[src/rtl/fwd_pkg.sv]
package fwd_pkg;

    localparam int INSTR_W = 32;
    localparam int REG_W   = 5;

    // Field start positions, counted from the most significant bit (bit 0).
    localparam int POS_SRC1   = 6;
    localparam int POS_SRC2   = 11;
    localparam int POS_DST_RR = 16;

    localparam int LO_SRC1   = INSTR_W - POS_SRC1   - REG_W;
    localparam int LO_SRC2   = INSTR_W - POS_SRC2   - REG_W;
    localparam int LO_DST_RR = INSTR_W - POS_DST_RR - REG_W;

    typedef enum logic [1:0] {
        SEL_RF    = 2'b00,
        SEL_EXMEM = 2'b01,
        SEL_MEMWB = 2'b10
    } fwd_sel_e;

    typedef enum logic {
        ST_FLOW = 1'b0,
        ST_HOLD = 1'b1
    } hz_state_e;

    function automatic logic [REG_W-1:0] f_src1(input logic [INSTR_W-1:0] w);
        return w[LO_SRC1 +: REG_W];
    endfunction

    function automatic logic [REG_W-1:0] f_src2(input logic [INSTR_W-1:0] w);
        return w[LO_SRC2 +: REG_W];
    endfunction

    // Register-register formats write the third field; others the second.
    function automatic logic [REG_W-1:0] f_dst(input logic [INSTR_W-1:0] w, input logic rr);
        return rr ? w[LO_DST_RR +: REG_W] : w[LO_SRC2 +: REG_W];
    endfunction

endpackage

[src/rtl/fwd_src_pick.sv]
module fwd_src_pick
    import fwd_pkg::*;
#(
    parameter int RW = REG_W
) (
    input  logic          en,
    input  logic [RW-1:0] src,
    input  logic [RW-1:0] m_dst,
    input  logic          m_ok,
    input  logic [RW-1:0] w_dst,
    input  logic          w_ok,
    output fwd_sel_e      sel
);

    logic src_live;
    logic hit_m;
    logic hit_w;

    always_comb begin
        src_live = en && (src != '0);
        hit_m    = src_live && m_ok && (m_dst == src);
        hit_w    = src_live && w_ok && (w_dst == src);
    end

    // Younger producer takes precedence.
    always_comb begin
        sel = SEL_RF;
        if (hit_m) begin
            sel = SEL_EXMEM;
        end else if (hit_w) begin
            sel = SEL_MEMWB;
        end
    end

endmodule

[src/rtl/fwd_store_pick.sv]
module fwd_store_pick
    import fwd_pkg::*;
#(
    parameter int RW = REG_W
) (
    input  logic          is_store,
    input  logic [RW-1:0] data_reg,
    input  logic [RW-1:0] w_dst,
    input  logic          w_ok,
    output fwd_sel_e      sel
);

    always_comb begin
        sel = SEL_RF;
        if (is_store && (data_reg != '0) && w_ok && (w_dst == data_reg)) begin
            sel = SEL_MEMWB;
        end
    end

endmodule

[src/rtl/fwd_hazard_fsm.sv]
module fwd_hazard_fsm
    import fwd_pkg::*;
(
    input  logic clk,
    input  logic rst_n,
    input  logic hazard,
    output logic stall_hold,
    output logic idex_nop
);

    hz_state_e state_q;
    hz_state_e state_d;

    always_ff @(posedge clk) begin
        if (!rst_n) begin
            state_q <= ST_FLOW;
        end else begin
            state_q <= state_d;
        end
    end

    // Transitions: T_STALL (FLOW->HOLD on hazard), T_RESUME (HOLD->FLOW).
    always_comb begin
        state_d = state_q;
        unique case (state_q)
            ST_FLOW: state_d = hazard ? ST_HOLD : ST_FLOW;
            ST_HOLD: state_d = ST_FLOW;
            default: state_d = ST_FLOW;
        endcase
    end

    always_comb begin
        stall_hold = 1'b0;
        idex_nop   = 1'b0;
        unique case (state_q)
            ST_FLOW: begin
                stall_hold = hazard;
                idex_nop   = hazard;
            end
            ST_HOLD: begin
                stall_hold = 1'b0;
                idex_nop   = 1'b0;
            end
            default: begin
                stall_hold = 1'b0;
                idex_nop   = 1'b0;
            end
        endcase
    end

    // one bubble only
    a_r12_single_bubble: assert property (@(posedge clk) disable iff (!rst_n)
        stall_hold |=> !stall_hold);

    // hold and bubble insertion travel together
    a_r10_hold_with_nop: assert property (@(posedge clk) disable iff (!rst_n)
        stall_hold == idex_nop);

endmodule

[src/rtl/fwd_unit.sv]
module fwd_unit
    import fwd_pkg::*;
#(
    parameter int IW    = INSTR_W,
    parameter int RW    = REG_W,
    parameter int N_OPS = 3
) (
    input  logic          clk,
    input  logic          rst_n,
    input  logic [IW-1:0] id_instr,
    input  logic          id_is_store,
    input  logic [IW-1:0] ex_instr,
    input  logic          ex_is_load,
    input  logic          ex_is_branch,
    input  logic [IW-1:0] mem_instr,
    input  logic          mem_wr,
    input  logic          mem_rr,
    input  logic          mem_is_load,
    input  logic          mem_is_store,
    input  logic [IW-1:0] wb_instr,
    input  logic          wb_wr,
    input  logic          wb_rr,
    output logic [1:0]    alu_a_sel,
    output logic [1:0]    alu_b_sel,
    output logic [1:0]    zero_sel,
    output logic [1:0]    st_data_sel,
    output logic          stall_hold,
    output logic          idex_nop
);

    localparam int OP_A    = 0;
    localparam int OP_B    = 1;
    localparam int OP_ZERO = 2;

    logic [RW-1:0] ex_s1, ex_s2, id_s1, id_s2;
    logic [RW-1:0] mem_dst, mem_data, wb_dst;
    logic          mem_ok;
    logic          hazard;
    logic          unused_bits;

    logic [RW-1:0] op_src [N_OPS];
    logic          op_en  [N_OPS];
    fwd_sel_e      op_sel [N_OPS];
    fwd_sel_e      st_sel;

    always_comb begin
        ex_s1    = f_src1(ex_instr);
        ex_s2    = f_src2(ex_instr);
        id_s1    = f_src1(id_instr);
        id_s2    = f_src2(id_instr);
        mem_dst  = f_dst(mem_instr, mem_rr);
        mem_data = f_src2(mem_instr);
        wb_dst   = f_dst(wb_instr, wb_rr);
        // Load data is not ready in EX/MEM; the interlock covers that case.
        mem_ok   = mem_wr && !mem_is_load;
    end

    assign unused_bits = ^{id_instr, ex_instr, mem_instr, wb_instr};

    always_comb begin
        op_src[OP_A]    = ex_s1;
        op_en[OP_A]     = 1'b1;
        op_src[OP_B]    = ex_s2;
        op_en[OP_B]     = 1'b1;
        op_src[OP_ZERO] = ex_s1;
        op_en[OP_ZERO]  = ex_is_branch;
    end

    for (genvar g = 0; g < N_OPS; g++) begin : g_op
        fwd_src_pick #(.RW(RW)) u_pick (
            .en    (op_en[g]),
            .src   (op_src[g]),
            .m_dst (mem_dst),
            .m_ok  (mem_ok),
            .w_dst (wb_dst),
            .w_ok  (wb_wr),
            .sel   (op_sel[g])
        );
    end

    fwd_store_pick #(.RW(RW)) u_store (
        .is_store (mem_is_store),
        .data_reg (mem_data),
        .w_dst    (wb_dst),
        .w_ok     (wb_wr),
        .sel      (st_sel)
    );

    // Load in EX writes its second field; store data source is served in MEM.
    always_comb begin
        hazard = ex_is_load && (ex_s2 != '0) &&
                 ((id_s1 == ex_s2) || (!id_is_store && (id_s2 == ex_s2)));
    end

    fwd_hazard_fsm u_fsm (
        .clk        (clk),
        .rst_n      (rst_n),
        .hazard     (hazard),
        .stall_hold (stall_hold),
        .idex_nop   (idex_nop)
    );

    assign alu_a_sel   = op_sel[OP_A];
    assign alu_b_sel   = op_sel[OP_B];
    assign zero_sel    = op_sel[OP_ZERO];
    assign st_data_sel = st_sel;

    // register 0 is never bypassed
    a_r5_no_r0_a: assert property (@(posedge clk) disable iff (!rst_n)
        (alu_a_sel != 2'b00) |-> (f_src1(ex_instr) != '0));

    // a load in EX/MEM never feeds the ALU
    a_r13_no_load_src: assert property (@(posedge clk) disable iff (!rst_n)
        (alu_a_sel == 2'b01 || alu_b_sel == 2'b01) |-> (mem_wr && !mem_is_load));

    // zero-test mux idle without a branch
    a_r8_zero_idle: assert property (@(posedge clk) disable iff (!rst_n)
        !ex_is_branch |-> (zero_sel == 2'b00));

    // store data only ever comes from MEM/WB
    a_r9_store_src: assert property (@(posedge clk) disable iff (!rst_n)
        (st_data_sel != 2'b00) |-> (mem_is_store && wb_wr && st_data_sel == 2'b10));

    // a stall always has a load in EX behind it
    a_r10_stall_cause: assert property (@(posedge clk) disable iff (!rst_n)
        stall_hold |-> ex_is_load);

endmodule

[config.mk]
export PLATFORM = sky130hd
export DESIGN_NAME = fwd_unit
export DESIGN_NICKNAME = d
export VERILOG_FILES = /design/src/rtl/fwd_pkg.sv /design/src/rtl/fwd_src_pick.sv /design/src/rtl/fwd_store_pick.sv /design/src/rtl/fwd_hazard_fsm.sv /design/src/rtl/fwd_unit.sv
export SDC_FILE = /design/constraint.sdc
export NUM_CORES = 1
export LEC_CHECK = 0
export BUFFER_PORTS_ARGS = -buffer_cell sky130_fd_sc_hd__buf_2
export CORE_AREA = 2 2 59 61
export CTS_CLUSTER_SIZE = 30
export DETAILED_ROUTE_END_ITERATION = 12
export DIE_AREA = 0 0 61 63
export MAX_ROUTING_LAYER = met4
export PLACE_DENSITY = 0.79
export SLEW_MARGIN = 20
export SYNTH_ARGS = -nofsm -noshare
export SYNTH_HDL_FRONTEND = slang
export SYNTH_SLANG_ARGS = --single-unit
[constraint.sdc]
create_clock -name clk -period 1.55 [get_ports clk]
set_input_delay 0.155 -clock clk [delete_from_list [all_inputs] [get_ports clk]]
set_output_delay 0.155 -clock clk [all_outputs]
set_load 0.02 [all_outputs]
==> metrics.md, run 1 <==
| Metric | Value |
|---|---|
| Input/output buffers | `59` |
| Total vias in the final route | `857` |
| Largest delay share family, worst path | `simple AND/OR/NAND/NOR gates` |
| Top flop regs | `u_fsm.state_q x1` |
| Rows | `21` |
| CP required | `1.39 ns` |
| Outcome | `finished, violations left` |
| Seq pwr share | `0.061` |
| Clk slew on worst S/H paths | `0 ns` |
| WL final | `2590 µm` |
| Routed len/inst | `12.6 µm` |
| Initial antenna violation count | `0` |
| CP endpoint kind | `output port` |
| Flops & latches, synth | `1` |
| Psw | `182 µW` |
| Vias/cell | `4.18` |
| Post-synth top flop | `dfxtp_1` |
| Worst path slowest cell | `or4_4` |
| Hold Path Origin | `rst_n` |
| Die width | `61 µm` |
| Core area | `3230 µm²` |
| Final hold violation count | `0` |
| Unrepaired setup endpoints after global routing | `true` |
| Cell area after layout | `1450 µm²` |
| Crit path max fanout | `2` |
| Max Clk Rate | `602 MHz` |
| CP Buf/Inv Count | `2` |
| HPWL Detailed | `2240 µm` |
| Layout cells sized above 1 | `0.667` |
| Setup crit start | `ex_instr[22]` |
| P_leak | `0.000637 µW` |
| Maxcap violations | `0` |
| Filler Cell Count | `323` |
| Initial DRC count | `4` |
| Count of cell types in the netlist | `33` |
| Commonest non-fill, non-tap cell in the layout | `buf_2` |
| Int Power | `259 µW` |
| Hold slack | `0.416 ns` |
| Place WS | `-0.152 ns` |
| Worst skew pair latency | `0 ns` |
| GR Overflow Total | `0` |
| Tot GR Track Use | `0.132` |
| Period utilization | `1.07` |
| DP Area | `1270 µm²` |
| P per Cell Area | `304 nW/µm²` |
| Mapped Nets | `230` |
| WS Path Type | `in2out` |
| Worst stage delay on the critical path | `0.54 ns` |
| First-pass GRT wire length | `3970 µm` |
| Number of enable flip-flop cells after synthesis | `0` |
| Reg-to-Reg Start | `u_fsm.state_q` |
| Die height | `63 µm` |
| Sw Ratio | `0.413` |
| Clk pwr share | `0` |
| Failing checks | `negative setup slack` |
| Avg Inst Size Synth | `8.99 µm²` |
| Worst Path Arrival | `1.51 ns` |
| Post-synthesis cell count | `91` |
| First-pass DRT Iterations | `4` |
| Inserted Diodes | `0` |
| Post-synthesis sequential area ratio | `0.0245` |
| Most used cells in the layout excluding fill and tap cells | `buf_2 (42), buf_4 (25), xnor2_1 (18)` |
| Largest register FFs | `1` |
| Final setup fails | `4` |
| Clk_skew | `0 ns` |
| Syn-to-layout area delta | `77.2%` |
| Final net count | `300` |
| Post-Synthesis Cell Area | `818 µm²` |
| Ys async rst share | `0` |
| Tmin final | `1.66 ns` |
| Register with the most flip-flops | `u_fsm.state_q` |
| Final Max Tran Viols | `0` |
| Largest net degree at the start of global routing | `6` |
| Number of global-route vias before repair | `897` |
| Die area | `3840 µm²` |
| Yosys warns | `0` |
| Core Util, Final | `0.449` |
| Startpoint Class | `input pin` |
| Cell-by-cell trace of the critical path | `buf_2 > or4_4 > and3_4 > o211ai_4 > a211oi_4 > and2_4 > buf_6` |
| Remaining DRCs | `0` |
| Hold crit path type | `in2reg` |
| Placer congestion estimate | `0.751` |
| Number of placed I/O pins | `149` |
| VDD IR-drop max | `0.102 mV` |
| Final worst slack | `-0.112 ns` |
| Initial Util | `0.253` |
| Comb power frac | `0.939` |
| Antenna Nets Post-Route | `0` |
| # hold bufs at CTS | `0` |
[cells by family (layout without fill, tap and decap cells)]
kind of cell    count (synthesis)  count (layout)  synth area share
simple gates                   28              28             0.245
flops                           1               1            0.0245
other cells                     1               1           0.00458
xor+xnor                       32              32             0.343
buf+inv                        13              81             0.131
mux                            10              10             0.182
compound gates                  6               6            0.0703
[final timing paths]
path	endpoint	slack, ns	depth (start not counted)
worst min-delay path	u_fsm.state_q	0.42	2
worst min register to register	u_fsm.state_q	0.61	2
worst max register to register	u_fsm.state_q	0.67	2
worst max-delay path	zero_sel[1]	-0.11	7
[area by class of cell]
class,instances,area (µm²),share of cell area
sequential,1,20.0,0.0138
inverter,1,3.75,0.00259
tap,46,57.6,0.0397
timing repair buffer,80,557,0.384
multi-input combinational,77,812,0.560
[repair_timing]
item | in CTS | in global routing
cloned | 0 | 0
endpoints found under the hold margin | 0 | 0
setup endpoints to repair | 9 | 10
gates resized for setup | 15 | 24
pin swaps | 6 | 15
buffers inserted | 1 | 1
[power by group through the flow]
stage | sequential (µW) | clock, µW | combinational, µW
final | 26.9 | 0 | 414
after global routing | 27.0 | 0 | 444
after CTS | 26.9 | 0 | 372
after detailed placement | 26.9 | 0 | 363
after global placement | 26.9 | 0 | 354
after floorplan | 26.9 | 0 | 222
[Yosys cell counts, types with 2 or more instances]
| cell type | number | area [µm²] |
|---|---|---|
| nand3_1 | 3 | 15.0 |
| and2_1 | 2 | 12.5 |
| xnor2_1 | 23 | 201 |
| mux2i_1 | 4 | 40.0 |
| nand4_1 | 3 | 18.8 |
| or4_1 | 2 | 15.0 |
| buf_6 | 5 | 56.3 |
| a21oi_1 | 2 | 10.0 |
| buf_2 | 2 | 10.0 |
| mux2i_4 | 3 | 67.6 |
| nor2_1 | 5 | 18.8 |
| buf_4 | 5 | 37.5 |
| xor2_1 | 9 | 78.8 |
| mux2i_2 | 3 | 41.3 |
| a211oi_2 | 2 | 25.0 |
[stage by stage]
step,setup TNS (ns),power [µW],std cells
2_1_floorplan,-0.184,249,91
3_3_place_gp,-0.472,381,204
3_5_place_dp,-0.630,390,204
4_1_cts,-0.314,399,204
5_1_grt,-0.834,471,205
6_report,-0.288,441,205
[metal layers]
layer | routed length (µm) | global-route usage | share of wire
met1 | 1070 | 0.169 | 0.41
met2 | 1300 | 0.223 | 0.50
met3 | 202 | 0.0207 | 0.078
met4 | 15 | 0.0109 | 0.0058
met5 | 0 | - | 0
No activity file was read; power rests on OpenSTA's default activity.
==> run 2: changes to the inputs <==
- clock period: 1.55 -> 1.8 ns (I/O delays scaled with it)
==> run 2 against run 1 <==
Against the previous run:
- the flow now finishes without violations
- die area did not move
- sequential share of layout area rose by 0.29 points
- power shrank 28%
- cell count decreased by 7.3%
- worst setup slack gained 0.17 ns
- global-route usage decreased by 2.1 points
- critical path depth did not move
- clock skew unchanged
- utilization down 7.9 points
- design area shrank 18%
- highest routed layer is now met3
==> metrics.md, run 2 (synthesized netlist as in run 1, its figures left out) <==
| Metric | Value |
|---|---|
| Outcome | `complete, no violations` |
| Die width | `61 µm (unchanged)` |
| Sw Ratio | `0.440 (+0.0263)` |
| GR Overflow Total | `0 (unchanged)` |
| Hold slack | `0.387 ns (-0.0283 ns)` |
| Int Power | `177 µW (-32%)` |
| Die height | `63 µm (unchanged)` |
| Psw | `139 µW (-24%)` |
| Total vias in the final route | `802 (-6.4%)` |
| Die area | `3840 µm² (unchanged)` |
| CP endpoint kind | `output port` |
| Clk pwr share | `0 (unchanged)` |
| Syn-to-layout area delta | `46.2%` |
| Comb power frac | `0.926 (-0.013)` |
| Initial Util | `0.253 (unchanged)` |
| CP required | `1.62 ns (+0.23 ns)` |
| Placer congestion estimate | `0.743 (-1.1%)` |
| Core area | `3230 µm² (unchanged)` |
| # hold bufs at CTS | `0 (unchanged)` |
| P per Cell Area | `263 nW/µm² (-13%)` |
| Number of placed I/O pins | `149 (unchanged)` |
| Routed len/inst | `12.1 µm (-3.9%)` |
| Hold worst-path end | `u_fsm.state_q` |
| Startpoint Class | `input pin` |
| Worst path slowest cell | `or4_4` |
| Worst stage delay on the critical path | `0.52 ns (-0.02 ns)` |
| Setup slack, reg-to-reg | `0.98 ns (+0.31 ns)` |
| Worst r2r path cells | `2 (unchanged)` |
| Reg-to-Reg Start | `u_fsm.state_q` |
| Input/output buffers | `59 (unchanged)` |
| Worst skew pair latency | `0 ns (unchanged)` |
| Antenna Nets Post-Route | `0 (unchanged)` |
| DP Area | `1120 µm² (-12%)` |
| VDD IR-drop max | `0.124 mV (+21%)` |
| Worst Path Arrival | `1.56 ns (+0.05 ns)` |
| Filler-free cell count of the finished design | `190 (-7.3%)` |
| Layout cells sized above 1 | `0.597 (-0.0694)` |
| WS Path Type | `in2out` |
| Final setup fails | `0 (-4)` |
| Cell-by-cell trace of the critical path | `buf_2 > or4_4 > and3_4 > o211ai_2 > a211oi_2 > and2_1 > buf_4` |
| Number of global-route vias before repair | `747 (-17%)` |
| Final Max Tran Viols | `0 (unchanged)` |
| Dpl cells | `190 (-6.9%)` |
| Final hold violation count | `0 (unchanged)` |
| Vias/cell | `4.22 (+0.97%)` |
| Top flop regs | `u_fsm.state_q x1` |
| FF-to-FF End | `u_fsm.state_q` |
| Maxcap violations | `0 (unchanged)` |
| Cell area after layout | `1200 µm² (-18%)` |
| First-pass DRT Iterations | `4 (unchanged)` |
| Final net count | `285 (-5.0%)` |
| Max Clk Rate | `574 MHz` |
| Clk_skew | `0 ns (unchanged)` |
| Inserted Diodes | `0 (unchanged)` |
| Core Util, Final | `0.370 (-0.0786)` |
| Initial DRC count | `7 (+3)` |
| Remaining DRCs | `0 (unchanged)` |
| Commonest non-fill, non-tap cell in the layout | `buf_2` |
| P_leak | `0.000506 µW (-21%)` |
| Hold crit path type | `in2reg` |
| Most used cells in the layout excluding fill and tap cells | `buf_2 (56), xnor2_1 (23), mux2i_4 (9), xor2_1 (9), buf_4 (8)` |
| Crit path max fanout | `3 (+1)` |
| Rows | `21 (unchanged)` |
| Tot GR Track Use | `0.111 (-0.0209)` |
| Initial antenna violation count | `0 (unchanged)` |
| HPWL Detailed | `2020 µm (-9.5%)` |
| Seq pwr share | `0.074 (+0.013)` |
| Period utilization | `0.967` |
| Largest register FFs | `1 (unchanged)` |
| WL final | `2310 µm (-11%)` |
| Register with the most flip-flops | `u_fsm.state_q` |
| Clk slew on worst S/H paths | `0 ns (unchanged)` |
| First-pass GRT wire length | `3310 µm (-17%)` |
| Hold path cells | `2 (unchanged)` |
| Largest net degree at the start of global routing | `6 (unchanged)` |
| Hold Path Origin | `rst_n` |
| Tmin final | `1.74 ns` |
==> run 2: changes by cell type in the layout (fill, tap and decap cells not counted), moves of 2 or more <==
cell / change
buf_2: +14
xnor2_1: +5
mux2i_4: +3
xnor2_2: -5
a211oi_2: +2
a211oi_4: -2
mux2i_1: -2
buf_6: -11
buf_4: -17
==> run 2: worst max path at each step <==
| stage | endpoint | slack (ns) | startpoint | cells past startpoint |
|---|---|---|---|---|
| 4_1_cts | alu_b_sel[1] | 0.01 | mem_rr | 7 |
| 5_1_grt | zero_sel[1] | -0.01 | mem_rr | 7 |
| 6_report | zero_sel[1] | 0.06 | ex_instr[22] | 7 |
| 3_5_place_dp | alu_b_sel[1] | -0.02 | mem_rr | 7 |
| 2_1_floorplan | zero_sel[1] | 0.03 | wb_rr | 6 |
| 3_3_place_gp | zero_sel[1] | 0.02 | wb_rr | 7 |
==> run 2: metal layers <==
metal  vias up  GRT usage  share of wire
li1        414          -              -
met1       352      0.150           0.43
met2        36      0.195           0.52
met3         0          0          0.049
met4         0          0              0
met5         -          -              0
==> run 2: layout make-up <==
class | instances | area (µm²)
fillers | 344 | 2040
inverters | 1 | 3.75
repair buffers | 65 | 348
multi-input cells | 77 | 767
flip-flops and latches | 1 | 20.0
well taps | 46 | 57.6
==> run 2: metrics by stage <==
stage / total power [µW] / setup WS (ns) / TNS, ns
2_1_floorplan: 203 / 0.0341 / 0
3_3_place_gp: 287 / 0.0235 / 0
4_1_cts: 298 / 0.0101 / 0
6_report: 315 / 0.0586 / 0
5_1_grt: 340 / -0.0102 / -0.0102
3_5_place_dp: 292 / -0.0179 / -0.0179
==> run 2: worst max-delay path, delay by kind of cell <==
kind | cells | cell delay (ns)
simple gates | 3 | 0.87
buf+inv | 2 | 0.27
compound gates | 2 | 0.22
==> run 2: what timing repair did <==
action	in CTS	in global routing
buffers inserted	0	0
gates resized for setup	3	10
setup endpoints to repair	2	3
pin swaps	0	2
hold endpoints to repair	0	0
==> run 2: power groups by stage <==
stage	combinational (µW)	sequential [µW]	clock [µW]
6_report	292	23.2	0
5_1_grt	317	23.2	0
4_1_cts	275	23.2	0
3_5_place_dp	269	23.2	0
3_3_place_gp	264	23.2	0
2_1_floorplan	180	23.2	0
